===== src/rtl/sop_pkg.sv =====
package sop_pkg;
  localparam int DEF_ROWS      = 9;
  localparam int DEF_COLS      = 90;
  localparam int DEF_TOH_COLS  = 3;
  localparam int DEF_BYTE_BITS = 8;

  typedef enum logic {
    SOP_MODE_TOH = 1'b0,
    SOP_MODE_POH = 1'b1
  } sop_mode_e;
endpackage


===== src/rtl/sop_timing.sv =====
module sop_timing #(
  parameter int NUM_ROWS  = sop_pkg::DEF_ROWS,
  parameter int NUM_COLS  = sop_pkg::DEF_COLS,
  parameter int BYTE_BITS = sop_pkg::DEF_BYTE_BITS,
  parameter int ROW_W     = $clog2(NUM_ROWS),
  parameter int COL_W     = $clog2(NUM_COLS),
  parameter int BIT_W     = $clog2(BYTE_BITS)
) (
  input  logic             clk_i,
  input  logic             rst_ni,
  output logic             pclk_o,
  output logic             rise_ev_o,
  output logic             fall_ev_o,
  output logic [ROW_W-1:0] row_o,
  output logic [COL_W-1:0] col_o,
  output logic [BIT_W-1:0] bit_o,
  output logic [ROW_W-1:0] nxt_row_o,
  output logic [COL_W-1:0] nxt_col_o,
  output logic [BIT_W-1:0] nxt_bit_o
);
  localparam logic [ROW_W-1:0] LAST_ROW = ROW_W'(NUM_ROWS - 1);
  localparam logic [COL_W-1:0] LAST_COL = COL_W'(NUM_COLS - 1);
  localparam logic [BIT_W-1:0] LAST_BIT = BIT_W'(BYTE_BITS - 1);

  logic             ph_q;
  logic [ROW_W-1:0] row_q, row_d;
  logic [COL_W-1:0] col_q, col_d;
  logic [BIT_W-1:0] bit_q, bit_d;

  always_comb begin
    row_d = row_q;
    col_d = col_q;
    bit_d = bit_q + BIT_W'(1);
    if (bit_q == LAST_BIT) begin
      bit_d = '0;
      if (col_q == LAST_COL) begin
        col_d = '0;
        row_d = (row_q == LAST_ROW) ? '0 : row_q + ROW_W'(1);
      end else begin
        col_d = col_q + COL_W'(1);
      end
    end
  end

  // reset parks on the last bit so the first fall lands on A1 bit 0
  always_ff @(posedge clk_i or negedge rst_ni) begin
    if (!rst_ni) begin
      ph_q  <= 1'b0;
      row_q <= LAST_ROW;
      col_q <= LAST_COL;
      bit_q <= LAST_BIT;
    end else begin
      ph_q <= ~ph_q;
      if (ph_q) begin
        row_q <= row_d;
        col_q <= col_d;
        bit_q <= bit_d;
      end
    end
  end

  assign pclk_o    = ph_q;
  assign rise_ev_o = ~ph_q;
  assign fall_ev_o = ph_q;
  assign row_o     = row_q;
  assign col_o     = col_q;
  assign bit_o     = bit_q;
  assign nxt_row_o = row_d;
  assign nxt_col_o = col_d;
  assign nxt_bit_o = bit_d;
endmodule


===== src/rtl/sop_window.sv =====
module sop_window #(
  parameter int TOH_COLS = sop_pkg::DEF_TOH_COLS,
  parameter int ROW_W    = 4,
  parameter int COL_W    = 7,
  parameter int BIT_W    = 3
) (
  input  logic             clk_i,
  input  logic             rst_ni,
  input  logic             fall_ev_i,
  input  logic             poh_mode_i,
  input  logic [COL_W-1:0] j1_col_i,
  input  logic [COL_W-1:0] col_i,
  input  logic [ROW_W-1:0] nxt_row_i,
  input  logic [COL_W-1:0] nxt_col_i,
  input  logic [BIT_W-1:0] nxt_bit_i,
  output logic             served_o,
  output logic             frame_o,
  output logic             enable_o
);
  import sop_pkg::*;

  logic is_toh, is_poh;
  logic frame_q, enable_q;
  logic frame_d, enable_d;

  generate
    if (TOH_COLS == 1) begin : g_toh_single
      assign is_toh = (col_i == '0);
    end else begin : g_toh_range
      assign is_toh = (col_i < COL_W'(TOH_COLS));
    end
  endgenerate

  assign is_poh   = (col_i == j1_col_i);
  assign served_o = (sop_mode_e'(poh_mode_i) == SOP_MODE_POH) ? is_poh : is_toh;

  // lookahead on the next position so outputs move with the falling edge
  always_comb begin
    enable_d = (nxt_col_i == j1_col_i);
    frame_d  = (nxt_bit_i == '0) && (nxt_row_i == '0) &&
               ((nxt_col_i == '0) || (nxt_col_i == j1_col_i));
  end

  always_ff @(posedge clk_i or negedge rst_ni) begin
    if (!rst_ni) begin
      frame_q  <= 1'b0;
      enable_q <= 1'b0;
    end else if (fall_ev_i) begin
      frame_q  <= frame_d;
      enable_q <= enable_d;
    end
  end

  assign frame_o  = frame_q;
  assign enable_o = enable_q;
endmodule


===== src/rtl/sop_capture.sv =====
module sop_capture #(
  parameter int BYTE_BITS = sop_pkg::DEF_BYTE_BITS,
  parameter int ROW_W     = 4,
  parameter int COL_W     = 7,
  parameter int BIT_W     = $clog2(BYTE_BITS)
) (
  input  logic                 clk_i,
  input  logic                 rst_ni,
  input  logic                 rise_ev_i,
  input  logic [BIT_W-1:0]     bit_i,
  input  logic [ROW_W-1:0]     row_i,
  input  logic [COL_W-1:0]     col_i,
  input  logic                 served_i,
  input  logic                 data_i,
  input  logic                 ins_i,
  output logic [BYTE_BITS-1:0] byte_o,
  output logic                 valid_o,
  output logic [ROW_W-1:0]     row_o,
  output logic [COL_W-1:0]     col_o
);
  localparam logic [BIT_W-1:0] LAST_BIT = BIT_W'(BYTE_BITS - 1);

  logic [BYTE_BITS-1:0] sr_q;
  logic [BYTE_BITS-1:0] byte_q;
  logic [ROW_W-1:0]     row_q;
  logic [COL_W-1:0]     col_q;
  logic                 ok_q;
  logic                 valid_q;
  logic                 first_bit, last_bit, all_ins;

  assign first_bit = (bit_i == '0);
  assign last_bit  = (bit_i == LAST_BIT);
  assign all_ins   = (first_bit | ok_q) & ins_i;

  always_ff @(posedge clk_i or negedge rst_ni) begin
    if (!rst_ni) begin
      sr_q    <= '0;
      byte_q  <= '0;
      row_q   <= '0;
      col_q   <= '0;
      ok_q    <= 1'b0;
      valid_q <= 1'b0;
    end else begin
      valid_q <= 1'b0;
      if (rise_ev_i) begin
        sr_q <= {sr_q[BYTE_BITS-2:0], data_i};
        ok_q <= all_ins;
        if (last_bit && all_ins && served_i) begin
          byte_q  <= {sr_q[BYTE_BITS-2:0], data_i};
          row_q   <= row_i;
          col_q   <= col_i;
          valid_q <= 1'b1;
        end
      end
    end
  end

  assign byte_o  = byte_q;
  assign valid_o = valid_q;
  assign row_o   = row_q;
  assign col_o   = col_q;
endmodule


===== src/rtl/sop_ovh_port.sv =====
module sop_ovh_port #(
  parameter int NUM_ROWS  = sop_pkg::DEF_ROWS,
  parameter int NUM_COLS  = sop_pkg::DEF_COLS,
  parameter int TOH_COLS  = sop_pkg::DEF_TOH_COLS,
  parameter int BYTE_BITS = sop_pkg::DEF_BYTE_BITS,
  localparam int ROW_W    = $clog2(NUM_ROWS),
  localparam int COL_W    = $clog2(NUM_COLS),
  localparam int BIT_W    = $clog2(BYTE_BITS)
) (
  input  logic                 clk_i,
  input  logic                 rst_ni,
  input  logic                 poh_mode_i,
  input  logic [COL_W-1:0]     j1_col_i,
  input  logic                 ovh_data_i,
  input  logic                 ovh_ins_i,
  output logic                 port_clk_o,
  output logic                 frame_o,
  output logic                 enable_o,
  output logic [BYTE_BITS-1:0] byte_o,
  output logic                 byte_valid_o,
  output logic [ROW_W-1:0]     byte_row_o,
  output logic [COL_W-1:0]     byte_col_o
);
  logic             rise_ev, fall_ev, served;
  logic [ROW_W-1:0] row, nxt_row;
  logic [COL_W-1:0] col, nxt_col;
  logic [BIT_W-1:0] bitn, nxt_bit;

  sop_timing #(
    .NUM_ROWS(NUM_ROWS), .NUM_COLS(NUM_COLS), .BYTE_BITS(BYTE_BITS),
    .ROW_W(ROW_W), .COL_W(COL_W), .BIT_W(BIT_W)
  ) u_timing (
    .clk_i(clk_i), .rst_ni(rst_ni),
    .pclk_o(port_clk_o), .rise_ev_o(rise_ev), .fall_ev_o(fall_ev),
    .row_o(row), .col_o(col), .bit_o(bitn),
    .nxt_row_o(nxt_row), .nxt_col_o(nxt_col), .nxt_bit_o(nxt_bit)
  );

  sop_window #(
    .TOH_COLS(TOH_COLS), .ROW_W(ROW_W), .COL_W(COL_W), .BIT_W(BIT_W)
  ) u_window (
    .clk_i(clk_i), .rst_ni(rst_ni), .fall_ev_i(fall_ev),
    .poh_mode_i(poh_mode_i), .j1_col_i(j1_col_i), .col_i(col),
    .nxt_row_i(nxt_row), .nxt_col_i(nxt_col), .nxt_bit_i(nxt_bit),
    .served_o(served), .frame_o(frame_o), .enable_o(enable_o)
  );

  sop_capture #(
    .BYTE_BITS(BYTE_BITS), .ROW_W(ROW_W), .COL_W(COL_W), .BIT_W(BIT_W)
  ) u_capture (
    .clk_i(clk_i), .rst_ni(rst_ni), .rise_ev_i(rise_ev),
    .bit_i(bitn), .row_i(row), .col_i(col), .served_i(served),
    .data_i(ovh_data_i), .ins_i(ovh_ins_i),
    .byte_o(byte_o), .valid_o(byte_valid_o),
    .row_o(byte_row_o), .col_o(byte_col_o)
  );
endmodule


===== config.mk =====
export PLATFORM = sky130hd
export DESIGN_NAME = sop_ovh_port
export DESIGN_NICKNAME = d
export VERILOG_FILES = /design/src/rtl/sop_pkg.sv /design/src/rtl/sop_timing.sv /design/src/rtl/sop_window.sv /design/src/rtl/sop_capture.sv /design/src/rtl/sop_ovh_port.sv
export SDC_FILE = /design/constraint.sdc
export NUM_CORES = 1
export LEC_CHECK = 0
export BUFFER_PORTS_ARGS = -buffer_cell sky130_fd_sc_hd__buf_4
export CORE_ASPECT_RATIO = 1.5
export CORE_MARGIN = 2
export CORE_UTILIZATION = 57
export CTS_CLUSTER_DIAMETER = 120
export DETAILED_ROUTE_END_ITERATION = 10
export GPL_ROUTABILITY_DRIVEN = 0
export PLACE_DENSITY = 0.83
export REMOVE_ABC_BUFFERS = 1
export SKIP_CTS_REPAIR_TIMING = 1
export SYNTH_ARGS = -nofsm -noshare
export SYNTH_HDL_FRONTEND = slang
export SYNTH_SLANG_ARGS = --single-unit

===== constraint.sdc =====
create_clock -name clk_i -period 2.95 [get_ports clk_i]
set_input_delay 0.295 -clock clk_i [delete_from_list [all_inputs] [get_ports clk_i]]
set_output_delay 0.295 -clock clk_i [all_outputs]
set_load 0.1 [all_outputs]

==> results.sh <==
export IMPL_outcome="finished with violations"
export IMPL_cp_buffers_inverters=0
export IMPL_setup_viol=0
export IMPL_hp_class="in2async"
export IMPL_grt_max_degree=46
export IMPL_synth_cells=218
export IMPL_diodes=0
export IMPL_fin_crit_sh=0.907
export IMPL_clockBufferDepth=2
export IMPL_critPathTopFamily="simple AND/OR/NAND/NOR gates"
export IMPL_core_area_mm2=0.00417
export IMPL_cts_sinks=45
export IMPL_remaining_drc_errors=0
export IMPL_hold_viol=37
export IMPL_synth_most_common_cell="dfrtp_1"
export IMPL_die_width_um=57.6
export IMPL_peakVddDrop_v=0.000394
export IMPL_violations="negative hold slack"
export IMPL_initial_utilization=0.588
export IMPL_hold_ws_ns=-0.0258
export IMPL_post_route_util=0.671
export IMPL_clock_skew_ns=0.00922
export IMPL_cp_required_ns=3.17
export IMPL_leakage_nw=1.34
export IMPL_syn_area_per_cell_um2=11.3
export IMPL_finalWorstSetupSlack_ns=0.274
export IMPL_path_max_fanout=11
export IMPL_cts_root_buf="clkbuf_8"
export IMPL_slowest_delay_ns=0.56
export IMPL_critPathKind="reg2reg"
export IMPL_max_cap_violations=0
export IMPL_synth_async_sr_flop_share=1.00
export IMPL_slowest_stage="dfstp_2"
export IMPL_stdcell_count=294
export IMPL_fmax_mhz=374
export IMPL_portBuffers=34
export IMPL_die_y_um=84.4
export IMPL_rsz0062_at_grt="false"
export IMPL_synth_top_area_share=0.377
export IMPL_slew_viol_final=0
export IMPL_tightest_slew_ns=0.547
export IMPL_synth_warnings=0
export IMPL_synthTopCellsByArea="dfrtp_1 38%, dfstp_2 8.6%, mux2_4 8.0%"
export IMPL_ys_seq_area_frac=0.463
export IMPL_ant_nets=0
export IMPL_grt_pass1_vias=1759
export IMPL_vias=1754
export IMPL_drt_total_wl_mm=4.79
export IMPL_die_area_mm2=0.00486
export IMPL_nNetsFinal=266
export IMPL_grt_pass1_wl_mm=8.19
export IMPL_cts_buffers=5
export IMPL_row_count=29
export IMPL_cp_end_kind="flop"
export IMPL_crit_chain="ha_1, ha_1, and3_1, and2_1, nor4_1, nor4_1, a32oi_1, o2bb2ai_1"
export IMPL_dr_pass1_iters=4
export IMPL_track_usage=0.214
export IMPL_syn_area_mm2=0.00245
export IMPL_grt_antenna_before_repair=0
export IMPL_gr_total_overflow=0
export IMPL_clock_latency_ns=0.30
export IMPL_drive_gt1_frac=0.339
export IMPL_ff2ff_setup_slack_ns=0.27
export IMPL_synth_edf_count=0
export IMPL_cp_arrival_ns=2.90
export IMPL_cts_tree="yes"
export IMPL_max_slew_margin_rel=0.635
export IMPL_cts_reportedPaths_clkPinSlew_ns=0.09
export IMPL_synth_common_cells="37 x dfrtp_1, 14 x mux2_2, 14 x o21ai_0"
export IMPL_synth_seq_cells=45
export IMPL_yosysUniqueCellTypes=45
export IMPL_syn_to_final_growth_pct=14.1
export IMPL_wire_per_inst_um=16.3
export IMPL_drt_first_iter_violations=63
export IMPL_yosys_area_top_type="dfrtp_1"
export IMPL_p_per_area_mw_per_mm2=384
export IMPL_worstSetupStartpointType="flop"
export IMPL_num_io_pins=35
export IMPL_dp_cells=286
export IMPL_cts_htree_levels=2
export IMPL_synthFlopType="dfrtp_1"
export IMPL_dp_hpwl_mm=3.46
export IMPL_setup_tns_ns=0
export IMPL_pre_cts_ws_ns=0.412
export IMPL_min_period_ns=2.68
export IMPL_viasPerCell=5.97
[path summary, 6_finish.rpt]
kind,endpoint,start,cells past startpoint
worst max register to register,u_window.frame_o$_DFFE_PN0P_,u_timing.bit_o[0]$_DFFE_PN1P_,8
worst max-delay path,u_window.frame_o$_DFFE_PN0P_,u_timing.bit_o[0]$_DFFE_PN1P_,8
min in group clk_i,u_capture.ok_q$_DFFE_PN0N_,ovh_ins_i,2
worst min register to register,u_capture.row_o[0]$_DFFE_PN0P_,u_capture.row_o[0]$_DFFE_PN0P_,2
worst min-delay path,u_capture.col_o[3]$_DFFE_PN0P_,rst_ni,1
max in group asynchronous,u_timing.bit_o[0]$_DFFE_PN1P_,rst_ni,1
[kinds of logic after synthesis]
| family | after synthesis | synth area share |
|---|---|---|
| AO/OA/AOI/OAI | 41 | 0.120 |
| multiplexers | 27 | 0.144 |
| flip-flops | 45 | 0.463 |
| XOR/XNOR | 18 | 0.0703 |
| adder cells (fa/ha/maj) | 7 | 0.0357 |
| buffers and inverters | 26 | 0.0510 |
| AND/OR/NAND/NOR | 54 | 0.116 |
[final cells by class]
cell class              count  area, um2
flip-flops and latches     45       1140
well taps                  46       57.6
multi-input cells         147       1190
fillers                   319       1370
clock inverters             3       25.0
clock buffers               5       68.8
repair buffers             37        278
inverters                  11       41.3
[power breakdown]
part,switching (mW),internal (mW)
logic,0.0307,0.0247
registers,0.00416,0.623
clock network,0.223,0.171
[worst register-to-register path: stages (launching register included)]
cell and delay (ns):
dfstp_2 0.56, ha_1 0.15, ha_1 0.39, and3_1 0.32
and2_1 0.27, nor4_1 0.08, nor4_1 0.42, a32oi_1 0.22
o2bb2ai_1 0.18
[stage by stage]
step                total power [mW]  hold WS, ns  area [um2]
finish                          1.08      -0.0258        2800
global route                    1.12       0.0151        2800
CTS                             1.09    -0.000748        2800
detailed placement             0.695        0.325        2710
global placement               0.694        0.314        2710
floorplan                      0.663    -0.000591        2370
[cells in the final DEF (no fill, tap or decap), types with 3 or more instances in the layout]
| master | instances |
|---|---|
| xnor2_1 | 13 |
| inv_1 | 10 |
| and3_1 | 3 |
| mux2_4 | 13 |
| nor3_1 | 4 |
| dfstp_2 | 8 |
| nand3_1 | 7 |
| buf_4 | 37 |
| xor2_1 | 4 |
| nor2_1 | 9 |
| nand2_1 | 12 |
| dfrtp_1 | 37 |
| mux2_2 | 14 |
| ha_1 | 7 |
| nand4_1 | 5 |
| a21oi_1 | 6 |
| clkbuf_8 | 5 |
| o31ai_1 | 3 |
| nor2b_1 | 3 |
| or3_1 | 3 |
| a31oi_1 | 3 |
| o21ai_0 | 14 |
[registers in the layout (all words and copies together), names as in the netlist]
register	cells
u_capture.sr_q	7
u_window.enable_o	1
u_timing.fall_ev_o	1
u_capture.ok_q	1
u_capture.row_o	4
u_window.frame_o	1
u_timing.col_o	7
u_timing.bit_o	3
u_capture.byte_o	8
u_capture.valid_o	1
u_capture.col_o	7
u_timing.row_o	4
[layer usage]
metal	wire length, um	vias up	global-route usage	part of all wire
li1	-	827	-	-
met5	0	-	0	0
met3	226	13	0.0370	0.047
met2	2400	63	0.352	0.50
met1	2020	851	0.273	0.42
met4	144	0	0.0930	0.030
(Power assumes the default switching activity.)
